<file path="src/rtl/snf_pkg.sv">
package snf_pkg;
   typedef enum logic [1:0] {
      PH_OPC   = 2'd0,
      PH_ADDR  = 2'd1,
      PH_DUMMY = 2'd2,
      PH_DATA  = 2'd3
   } snf_phase_e;

   typedef enum logic [2:0] {
      ST_IDLE   = 3'd0,
      ST_LAUNCH = 3'd1,
      ST_SHIFT  = 3'd2,
      ST_CLOSE  = 3'd3,
      ST_FIN    = 3'd4
   } snf_state_e;

   localparam logic [7:0] SNF_FILL = 8'hFF;
endpackage

</file>
<file path="src/rtl/snf_byte_shifter.sv">
module snf_byte_shifter #(
   parameter int HALF_DIV = 2
) (
   input  logic       clk,
   input  logic       rst_n,
   input  logic       go,
   input  logic [7:0] tx_byte,
   input  logic       miso,
   output logic       sclk,
   output logic       mosi,
   output logic       busy,
   output logic       last_edge,
   output logic [7:0] rx_byte
);
   logic       tick;
   logic       sclk_q;
   logic       busy_q;
   logic [2:0] bit_q;
   logic [7:0] sh_q;
   logic [7:0] rx_q;

   generate
      if (HALF_DIV == 1) begin : g_nodiv
         assign tick = busy_q;
      end else begin : g_div
         localparam int DIV_W = $clog2(HALF_DIV);
         logic [DIV_W-1:0] div_q;
         always_ff @(posedge clk or negedge rst_n) begin
            if (!rst_n)
               div_q <= '0;
            else if (go || !busy_q || div_q == DIV_W'(HALF_DIV - 1))
               div_q <= '0;
            else
               div_q <= div_q + 1'b1;
         end
         assign tick = busy_q && (div_q == DIV_W'(HALF_DIV - 1));
      end
   endgenerate

   always_ff @(posedge clk or negedge rst_n) begin
      if (!rst_n) begin
         sclk_q <= 1'b0;
         busy_q <= 1'b0;
         bit_q  <= '0;
         sh_q   <= 8'hFF;
         rx_q   <= '0;
      end else if (go) begin
         busy_q <= 1'b1;
         sclk_q <= 1'b0;
         bit_q  <= '0;
         sh_q   <= tx_byte;
      end else if (tick) begin
         if (!sclk_q) begin
            sclk_q <= 1'b1;
            rx_q   <= {rx_q[6:0], miso};
         end else begin
            sclk_q <= 1'b0;
            if (bit_q == 3'd7) begin
               busy_q <= 1'b0;
               sh_q   <= 8'hFF;
            end else begin
               bit_q <= bit_q + 1'b1;
               sh_q  <= {sh_q[6:0], 1'b1};
            end
         end
      end
   end

   assign sclk      = sclk_q;
   assign mosi      = sh_q[7];
   assign busy      = busy_q;
   assign last_edge = tick && sclk_q && (bit_q == 3'd7);
   assign rx_byte   = rx_q;
endmodule

</file>
<file path="src/rtl/snf_addr_pick.sv">
module snf_addr_pick #(
   parameter int ADDR_BYTES = 3,
   parameter int AC_W       = 2,
   parameter int IDX_W      = 12
) (
   input  logic [ADDR_BYTES*8-1:0] addr,
   input  logic [AC_W-1:0]         count,
   input  logic [IDX_W-1:0]        idx,
   output logic [7:0]              byte_out
);
   always_comb begin
      byte_out = '0;
      for (int b = 0; b < ADDR_BYTES; b++) begin
         if (int'(count) - 1 - int'(idx) == b)
            byte_out = addr[b*8 +: 8];
      end
   end
endmodule

</file>
<file path="src/rtl/snf_phase_next.sv">
module snf_phase_next
   import snf_pkg::*;
#(
   parameter int AC_W    = 2,
   parameter int DUMMY_W = 4,
   parameter int CNT_W   = 12
) (
   input  snf_phase_e         cur,
   input  logic [AC_W-1:0]    addr_n,
   input  logic [DUMMY_W-1:0] dummy_n,
   input  logic [CNT_W-1:0]   data_n,
   output snf_phase_e         nxt,
   output logic               more
);
   logic want_addr, want_dummy, want_data;

   assign want_addr  = (cur == PH_OPC) && (addr_n != '0);
   assign want_dummy = ((cur == PH_OPC) || (cur == PH_ADDR)) && (dummy_n != '0);
   assign want_data  = (cur != PH_DATA) && (data_n != '0);

   always_comb begin
      nxt  = PH_DATA;
      more = 1'b1;
      if (want_addr)       nxt = PH_ADDR;
      else if (want_dummy) nxt = PH_DUMMY;
      else if (want_data)  nxt = PH_DATA;
      else                 more = 1'b0;
   end
endmodule

</file>
<file path="src/rtl/snf_frame_engine.sv">
module snf_frame_engine
   import snf_pkg::*;
#(
   parameter int HALF_DIV   = 2,
   parameter int ADDR_BYTES = 3,
   parameter int DUMMY_W    = 4,
   parameter int CNT_W      = 12,
   parameter int MAX_DATA   = 2112,
   localparam int AC_W      = $clog2(ADDR_BYTES + 1),
   localparam int AW        = ADDR_BYTES * 8
) (
   input  logic               clk,
   input  logic               rst_n,
   input  logic               cmd_valid,
   output logic               cmd_ready,
   input  logic [7:0]         cmd_opcode,
   input  logic [AW-1:0]      cmd_addr,
   input  logic [AC_W-1:0]    cmd_addr_cnt,
   input  logic [DUMMY_W-1:0] cmd_dummy_cnt,
   input  logic [CNT_W-1:0]   cmd_data_cnt,
   input  logic               cmd_read,
   input  logic [7:0]         tx_data,
   input  logic               tx_valid,
   output logic               tx_ready,
   output logic [7:0]         rx_data,
   output logic               rx_valid,
   input  logic               rx_ready,
   output logic               spi_sclk,
   output logic               spi_mosi,
   input  logic               spi_miso,
   output logic               spi_cs_n,
   output logic               done
);
   generate
      if (ADDR_BYTES < 1) begin : g_bad_addr
         $error("ADDR_BYTES must be at least 1");
      end
      if (HALF_DIV < 1) begin : g_bad_div
         $error("HALF_DIV must be at least 1");
      end
      if (CNT_W < $clog2(MAX_DATA + 1)) begin : g_bad_cnt
         $error("CNT_W too narrow for MAX_DATA");
      end
      if (DUMMY_W > CNT_W) begin : g_bad_dummy
         $error("DUMMY_W must not exceed CNT_W");
      end
   endgenerate

   snf_state_e         state_q;
   snf_phase_e         phase_q;
   logic [CNT_W-1:0]   idx_q;
   logic [7:0]         op_q;
   logic [AW-1:0]      addr_q;
   logic [AC_W-1:0]    an_q;
   logic [DUMMY_W-1:0] dn_q;
   logic [CNT_W-1:0]   data_n_q;
   logic               rd_q;
   logic               cs_n_q;
   logic               done_q;
   logic               rxv_q;
   logic [7:0]         rxd_q;

   logic               go;
   logic [7:0]         out_byte;
   logic [7:0]         addr_byte;
   logic [CNT_W-1:0]   phase_len;
   logic               in_data;
   logic               last_in_phase;
   logic               sh_busy;
   logic               sh_last;
   logic [7:0]         sh_rx;
   snf_phase_e         nxt_phase;
   logic               nxt_more;

   snf_addr_pick #(
      .ADDR_BYTES(ADDR_BYTES), .AC_W(AC_W), .IDX_W(CNT_W)
   ) u_addr (
      .addr(addr_q), .count(an_q), .idx(idx_q), .byte_out(addr_byte)
   );

   snf_phase_next #(
      .AC_W(AC_W), .DUMMY_W(DUMMY_W), .CNT_W(CNT_W)
   ) u_next (
      .cur(phase_q), .addr_n(an_q), .dummy_n(dn_q), .data_n(data_n_q),
      .nxt(nxt_phase), .more(nxt_more)
   );

   snf_byte_shifter #(.HALF_DIV(HALF_DIV)) u_shift (
      .clk(clk), .rst_n(rst_n), .go(go), .tx_byte(out_byte), .miso(spi_miso),
      .sclk(spi_sclk), .mosi(spi_mosi), .busy(sh_busy), .last_edge(sh_last),
      .rx_byte(sh_rx)
   );

   assign in_data = (phase_q == PH_DATA);

   always_comb begin
      unique case (phase_q)
         PH_OPC:   phase_len = CNT_W'(1);
         PH_ADDR:  phase_len = CNT_W'(an_q);
         PH_DUMMY: phase_len = CNT_W'(dn_q);
         default:  phase_len = data_n_q;
      endcase
   end

   always_comb begin
      unique case (phase_q)
         PH_OPC:   out_byte = op_q;
         PH_ADDR:  out_byte = addr_byte;
         PH_DUMMY: out_byte = SNF_FILL;
         default:  out_byte = rd_q ? SNF_FILL : tx_data;
      endcase
   end

   assign last_in_phase = (idx_q + CNT_W'(1)) == phase_len;
   assign tx_ready      = (state_q == ST_LAUNCH) && in_data && !rd_q;
   assign go            = (state_q == ST_LAUNCH) && !sh_busy
                          && !(in_data && !rd_q && !tx_valid)
                          && !(in_data && rd_q && rxv_q);

   always_ff @(posedge clk or negedge rst_n) begin
      if (!rst_n) begin
         state_q  <= ST_IDLE;
         phase_q  <= PH_OPC;
         idx_q    <= '0;
         op_q     <= '0;
         addr_q   <= '0;
         an_q     <= '0;
         dn_q     <= '0;
         data_n_q <= '0;
         rd_q     <= 1'b0;
         cs_n_q   <= 1'b1;
         done_q   <= 1'b0;
      end else begin
         done_q <= 1'b0;
         unique case (state_q)
            ST_IDLE: begin
               if (cmd_valid) begin
                  op_q     <= cmd_opcode;
                  addr_q   <= cmd_addr;
                  an_q     <= cmd_addr_cnt;
                  dn_q     <= cmd_dummy_cnt;
                  data_n_q <= cmd_data_cnt;
                  rd_q     <= cmd_read;
                  phase_q  <= PH_OPC;
                  idx_q    <= '0;
                  cs_n_q   <= 1'b0;
                  state_q  <= ST_LAUNCH;
               end
            end
            ST_LAUNCH: begin
               if (go) state_q <= ST_SHIFT;
            end
            ST_SHIFT: begin
               if (sh_last) begin
                  if (!last_in_phase) begin
                     idx_q   <= idx_q + CNT_W'(1);
                     state_q <= ST_LAUNCH;
                  end else if (nxt_more) begin
                     phase_q <= nxt_phase;
                     idx_q   <= '0;
                     state_q <= ST_LAUNCH;
                  end else begin
                     state_q <= ST_CLOSE;
                  end
               end
            end
            ST_CLOSE: begin
               cs_n_q  <= 1'b1;
               state_q <= ST_FIN;
            end
            default: begin
               done_q  <= 1'b1;
               state_q <= ST_IDLE;
            end
         endcase
      end
   end

   always_ff @(posedge clk or negedge rst_n) begin
      if (!rst_n) begin
         rxv_q <= 1'b0;
         rxd_q <= '0;
      end else if (state_q == ST_SHIFT && sh_last && in_data && rd_q) begin
         rxv_q <= 1'b1;
         rxd_q <= sh_rx;
      end else if (rx_ready) begin
         rxv_q <= 1'b0;
      end
   end

   assign cmd_ready = (state_q == ST_IDLE);
   assign spi_cs_n  = cs_n_q;
   assign done      = done_q;
   assign rx_valid  = rxv_q;
   assign rx_data   = rxd_q;
endmodule

</file>
<file path="config.mk">
export PLATFORM = sky130hd
export DESIGN_NAME = snf_frame_engine
export DESIGN_NICKNAME = d
export VERILOG_FILES = /design/src/rtl/snf_pkg.sv /design/src/rtl/snf_byte_shifter.sv /design/src/rtl/snf_addr_pick.sv /design/src/rtl/snf_phase_next.sv /design/src/rtl/snf_frame_engine.sv
export SDC_FILE = /design/constraint.sdc
export NUM_CORES = 1
export LEC_CHECK = 0
export ABC_CLOCK_PERIOD_IN_PS = 4300
export BUFFER_PORTS_ARGS = -buffer_cell sky130_fd_sc_hd__clkbuf_2
export CORE_MARGIN = 5
export CORE_UTILIZATION = 59
export DETAILED_ROUTE_END_ITERATION = 12
export GPL_TIMING_DRIVEN = 0
export PLACE_DENSITY = 0.88
export REMOVE_ABC_BUFFERS = 1
export SLEW_MARGIN = 20
export SYNTH_ARGS = -nofsm -noshare
export SYNTH_HDL_FRONTEND = slang
export SYNTH_SLANG_ARGS = --single-unit
</file>
<file path="constraint.sdc">
create_clock -name clk -period 4.3 [get_ports clk]
set_input_delay 0.215 -clock clk [delete_from_list [all_inputs] [get_ports clk]]
set_output_delay 0.215 -clock clk [all_outputs]
set_load 0.005 [all_outputs]
</file>
== Word level (Yosys, flattened, before mapping) ==
Index checks and enable logic that the tools add are counted.

* Bits in registers: 101
* Latch bits: 0
* Memory bits (writable): 0
* Bits in read-only memories: 0
* Output and inout port bits: 15
* Memories: 0

* Add/sub/neg operators: 5
* $mul: 0
* Div/mod/pow operators: 0
* Magnitude comparators: 0
* Equal/unequal tests: 18
* Shift-type cells: 0
* Mux-type cells: 48
* Bitwise logic cells: 2
* Reductions and logical operators: 48

{| class="wikitable"
|+ Operator list
! cell !! number
|-
| 2-to-1 mux 8 bit || 8
|-
| 2-to-1 mux 12 bit || 4
|-
| case mux 12 bit (3 select lines) || 1
|-
| equality test 32 x 2 -> 1 bit (second input constant) || 1
|-
| equality test 32 x 3 -> 1 bit (second input constant) || 1
|-
| zero test 32 bit || 1
|-
| case mux 12 bit (2 select lines) || 1
|-
| case mux 8 bit (3 select lines) || 1
|-
| 2-to-1 mux 3 bit || 7
|-
| logical AND 1 bit || 18
|-
| 2-to-1 mux 1 bit || 16
|-
| 2-to-1 mux 2 bit || 7
|-
| nonzero test 2 bit || 7
|-
| subtractor 3 x 13 -> 14 bit || 1
|-
| adder 12 x 1 -> 12 bit (second input constant) || 1
|-
| equality test 12 bit || 1
|-
| case mux 3 bit (4 select lines) || 1
|-
| AND reduction 3 bit || 4
|-
| nonzero test 12 bit || 1
|-
| inequality test 2 bit (second input constant) || 5
|-
| equality test 3 x 2 -> 1 bit (second input constant) || 2
|-
| AND reduction 2 bit || 3
|-
| zero test 1 bit || 5
|-
| AND reduction 5 bit || 1
|-
| 18 further kinds || 23
|}

== Depth between registers and ports, before layout ==
* Depth in word-level cells: 9
* Gate-level depth with buffers: 13
* Depth with buffers taken out: 12

== Hierarchy ==
A second synthesis with hierarchy kept.

* Cells, all modules: 633
* Area total of the unflattened synthesis: 6297.3 um2

{| class="wikitable"
|+ Modules (own cells, without submodules)
! module !! times used !! cells an instance !! area each (um2) !! sequential area each (um2)
|-
| snf_frame_engine || 1 || 339 || 3900.0 || 1978.1
|-
| snf_addr_pick || 1 || 206 || 1371.3 || 0.0
|-
| snf_byte_shifter || 1 || 78 || 948.4 || 560.5
|-
| snf_phase_next || 1 || 10 || 77.6 || 0.0
|}

== Least setup slack after synthesis ==
No wires, ideal clock.

* Kind: flip-flop to flip-flop
* Start: register an_q[0]
* End: register u_shift.sh_q[6]
* Library setup time: 0.077 ns
* Data arrival time: 3.268 ns
* Data required time: 4.223 ns
* Path slack: 0.955 ns
* Cell stages (with the launch flop): 12
* Buffers on the path: 0
* Period minus slack after synthesis: 3.345 ns
* Path through: dfrtp_1 inv_1 ha_1 fa_1 nor4_4 a31oi_1 a21o_1 a31oi_1 or4b_4 a2111oi_4 nand4_1 a31oi_1

* Word-level cells in the longest chain between the ends: 8

{| class="wikitable"
|+ Ends and longest elaborated chain
! element !! RTL line !! source
|-
| start, declared || snf_frame_engine.sv:54 || <nowiki>logic [AC_W-1:0] an_q;</nowiki>
|-
| start signal, assigned || snf_frame_engine.sv:140 || <nowiki>an_q <= cmd_addr_cnt;</nowiki>
|-
| subtractor 2 x 1 -> 3 bit * || snf_addr_pick.sv:14 || <nowiki>if (int'(count) - 1 - int'(idx) == b)</nowiki>
|-
| subtractor 3 x 13 -> 14 bit * || snf_addr_pick.sv:14 ||
|-
| zero test 32 bit || snf_addr_pick.sv:14 ||
|-
| 2-to-1 mux 8 bit (2 in series) || snf_addr_pick.sv:14 ||
|-
| 2-to-1 mux 8 bit * || snf_addr_pick.sv:14 ||
|-
| case mux 8 bit (3 select lines) * || snf_frame_engine.sv:106 || <nowiki>unique case (phase_q)</nowiki>
|-
| 2-to-1 mux 8 bit * || snf_byte_shifter.sv:47 || <nowiki>end else if (go) begin</nowiki>
|-
| end signal, assigned || snf_byte_shifter.sv:51 || <nowiki>sh_q <= tx_byte;</nowiki>
|-
| end signal, assigned || snf_byte_shifter.sv:63 || <nowiki>sh_q <= {sh_q[6:0], 1'b1};</nowiki>
|-
| end, declared || snf_byte_shifter.sv:19 || <nowiki>logic [7:0] sh_q;</nowiki>
|}

Every way passes the cells marked *; elsewhere a longest branch is shown, timed or not.
A chain may end at the register's enable or synchronous reset.

== Final worst setup path ==
* Start: register an_q[0]
* End: register u_shift.sh_q[7]

Same word-level chain as after synthesis.

==> impl_metrics.py <==
metrics = {
    "worst_setup_path": {
        "startpoint_type": "flop",
        "cp_max_fo": 8,
        "end_kind": "flop",
        "cp.arrival_ns": 4.33,
        "crit_required_ns": 4.60,
        "worstSetupPathType": "flop to flop",
    },
    "detailed_routing": {
        "drc": 0,
        "vias_per_cell": 6.02,
        "drtIter0Drc": 468,
        "wire_per_inst_um": 17.1,
        "ant_nets": 0,
        "first_pass_iters": 5,
        "drt-total-wl_mm": 15.3,
        "vias": 5408,
    },
    "cts": {
        "clk-insertion-delay-late_ns": 0.38,
        "cts_tree": "built",
        "clockBufferDepth": 2,
        "h-tree-depth": 3,
        "root_buffer": "clkbuf_8",
        "clk_pin_slew_ns": 0.10,
        "cts_buffers": 9,
        "cts.sinks": 101,
        "cts_setup_buffers": 0,
    },
    "logic_synthesis": {
        "synth_area_leaders": "dfrtp_1 (37%), nand2_1 (11%), mux2_2 (4.9%)",
        "yosys.area.top_type": "dfrtp_1",
        "synth.distinct_cells": 76,
        "ys_warn_count": 0,
        "synth_edf_count": 0,
        "ys.flop_type": "dfrtp_1",
        "synth_top_area_share_pct": 37.2,
        "async_reset_ff_share_pct": 100,
        "avgSynthCellArea_um2": 8.70,
        "seq_area_frac_synth_pct": 41.0,
        "ys_seq_elements": 101,
        "synth.cell_area_mm2": 0.00619,
        "syn-instance-count": 711,
    },
    "power_and_ir_drop": {
        "swShare_pct": 42.4,
        "leakagePower_nw": 3.22,
        "switchingPower_w": 0.00191,
        "ir_drop_uv": 373,
        "combinationalPowerShare_pct": 49.6,
        "pwr-share-clk_pct": 14.1,
        "p_per_area_mw_per_mm2": 660,
        "cellInternalPower_w": 0.00260,
        "seq_power_share_pct": 36.3,
    },
    "timing": {
        "setup-tns-final_ns": 0,
        "setup_viol": 0,
        "finClkSkew_ns": 0.0185,
        "rsz0062_at_grt": "false",
        "slew_viol_final": 0,
        "finalHoldViolCount": 0,
        "worst_slew_pin_slew_ns": 0.837,
        "fin_ws_ns": 0.275,
        "finalCritPeriodShare_pct": 93.6,
        "fin_crit_ns": 4.03,
        "fmax_ghz": 0.248,
        "relSlewSlack_pct": 44.1,
    },
    "placed_design": {
        "place_congestion": 0.905,
        "post-place-ws_ns": 0.338,
        "dp_cells": 881,
        "dp_hpwl_mm": 10.8,
        "port_buffers": 79,
    },
    "finish": {
        "finalNonFillerCells": 898,
        "drive_gt1_share_pct": 21.4,
        "diodes": 0,
        "final_common_cell": "nand2_1",
        "syn2layout_area_growth_pct": 10.5,
        "layout_common_cells": "nand2_1 (179), dfrtp_1 (92), clkbuf_2 (78)",
        "nets": 831,
    },
    "global_routing": {
        "grt_pass1_wl_mm": 26.0,
        "antenna_found_initial": 0,
        "overflow": 0,
        "grt.total_usage_pct": 24.9,
        "grt_pass1_vias": 5440,
        "grt_max_degree": 85,
    },
    "floorplanning": {
        "ios": 80,
        "die_w_um": 112,
        "row_count": 37,
        "fp.coreArea_mm2": 0.0103,
        "die_area_mm2": 0.0126,
        "die_y_um": 112,
        "start_util_pct": 60.2,
    },
    "min_path": {
        "min_path_type": "primary input to flop",
    },
    "outcome": {
        "outcome": "finished clean",
    },
    "run": {
        "maxCapViolCount": 0,
    },
}
-- cell usage after synthesis, drive strengths merged, types with 2 or more instances --
master,count
mux2i,6
and3b,2
nand2b,7
xnor3,2
o211ai,8
a211oi,2
nand4,15
inv,16
nor3,17
or4,5
o22ai,11
nand3,13
o21a,6
or2,3
buf,19
and2,8
nor4,6
a31oi,9
a211o,2
and4,5
ha,8
o211a,2
a22oi,4
o31ai,6
and3,8
o21ai,18
xnor2,13
o2111ai,2
nor2b,18
a2bb2oi,2
dfstp,9
clkbuf,30
o2bb2ai,3
o221ai,2
nor3b,2
nand2,180
xor2,3
nor2,48
a2111oi,3
dfrtp,92
mux2,27
a21o,10
a22o,11
a21oi,34
-- power by group through the flow --
| stage | clock network (W) | registers [W] | logic [W] |
|---|---|---|---|
| global placement | 0 | 0.00161 | 0.00207 |
| CTS | 0.000644 | 0.00163 | 0.00223 |
| detailed placement | 0 | 0.00164 | 0.00220 |
| floorplan | 0 | 0.00155 | 0.00169 |
| finish | 0.000635 | 0.00164 | 0.00224 |
| global route | 0.000686 | 0.00168 | 0.00250 |
-- metal layers --
layer / up-vias / track usage (%) / part of all wire [%]
met1: 2585 / 31.9 / 41
met4: 0 / 8.73 / 2.6
met3: 40 / 4.91 / 6.6
met2: 215 / 42.4 / 50
li1: 2568 / - / -
met5: - / 0 / 0
-- cell families (layout without fill, tap and decap cells) --
| family | after synthesis | count (layout) | synth area share, % |
|---|---|---|---|
| adder cells (fa/ha/maj) | 9 | 9 | 1.94 |
| flip-flops | 101 | 101 | 41.0 |
| XOR/XNOR | 18 | 18 | 2.99 |
| AO/OA/AOI/OAI | 144 | 144 | 17.3 |
| buffers and inverters | 66 | 117 | 4.94 |
| multiplexers | 33 | 33 | 5.89 |
| AND/OR/NAND/NOR | 340 | 340 | 26.0 |
-- registers in the layout, indices dropped and copies added, names as in the netlist --
signal and cells:
u_shift.rx_byte 8, dn_q 4, spi_cs_n 1, an_q 2
u_shift.g_div.div_q 1, rx_valid 1, u_shift.sh_q 8, u_shift.busy 1
done 1, data_n_q 12, rx_data 8, u_shift.sclk 1
rd_q 1, phase_q 2, addr_q 24, u_shift.bit_q 3
idx_q 12, op_q 8, state_q 3
-- per-stage QoR --
step | utilization [%] | total power (W) | cell area, um^2 | hold WS, ns
2_1_floorplan | - | 0.00324 | 5940 | -0.0806
3_3_place_gp | 63.3 | 0.00368 | 6510 | 0.406
3_5_place_dp | 64.4 | 0.00384 | 6620 | 0.0819
4_1_cts | 66.5 | 0.00451 | 6840 | 0.0141
5_1_grt | 66.5 | 0.00487 | 6840 | 0.0196
6_report | 66.5 | 0.00451 | 6840 | 0.0222
-- area by class of cell --
class	instances	area, um^2
clock buffers	12	155
clock inverters	4	55.1
flip-flops and latches	101	2540
fillers	821	3440
repair buffers	84	493
well taps	136	170
inverters	17	63.8
multi-input cells	544	3360
-- timing repair --
| action | CTS | global route |
|---|---|---|
| resized for setup | 0 | 0 |
| hold endpoints to repair | 21 | 0 |
| hold buffers | 1 | 0 |
| setup endpoints to repair | 0 | 1 |
-- critical path: stages (launching register included) --
cell	delay (ns)
dfrtp_1	0.39
inv_1	0.12
ha_1	0.28
fa_1	0.54
nor4_4	0.38
a31oi_1	0.14
a21o_1	0.28
a31oi_1	0.16
or4b_4	0.49
a2111oi_4	0.61
nand4_1	0.31
a31oi_1	0.24
-- path summary, 6_finish.rpt --
path / from / to / slack [ns] / cells past startpoint
max in group asynchronous: rst_n / u_shift.sh_q[2]$_DFFE_PN1P_ / 3.39 / 3
min: cmd_opcode[4] / op_q[4]$_DFFE_PN0P_ / 0.02 / 3
min reg2reg: u_shift.g_div.div_q$_DFF_PN0_ / u_shift.g_div.div_q$_DFF_PN0_ / 0.46 / 1
min in group asynchronous: rst_n / rx_data[5]$_DFFE_PN0P_ / 0.23 / 2
max reg2reg: an_q[0]$_DFFE_PN0P_ / u_shift.sh_q[7]$_DFFE_PN1P_ / 0.27 / 11
max: an_q[0]$_DFFE_PN0P_ / u_shift.sh_q[7]$_DFFE_PN1P_ / 0.27 / 11
Power figures use the tool's default switching activity.
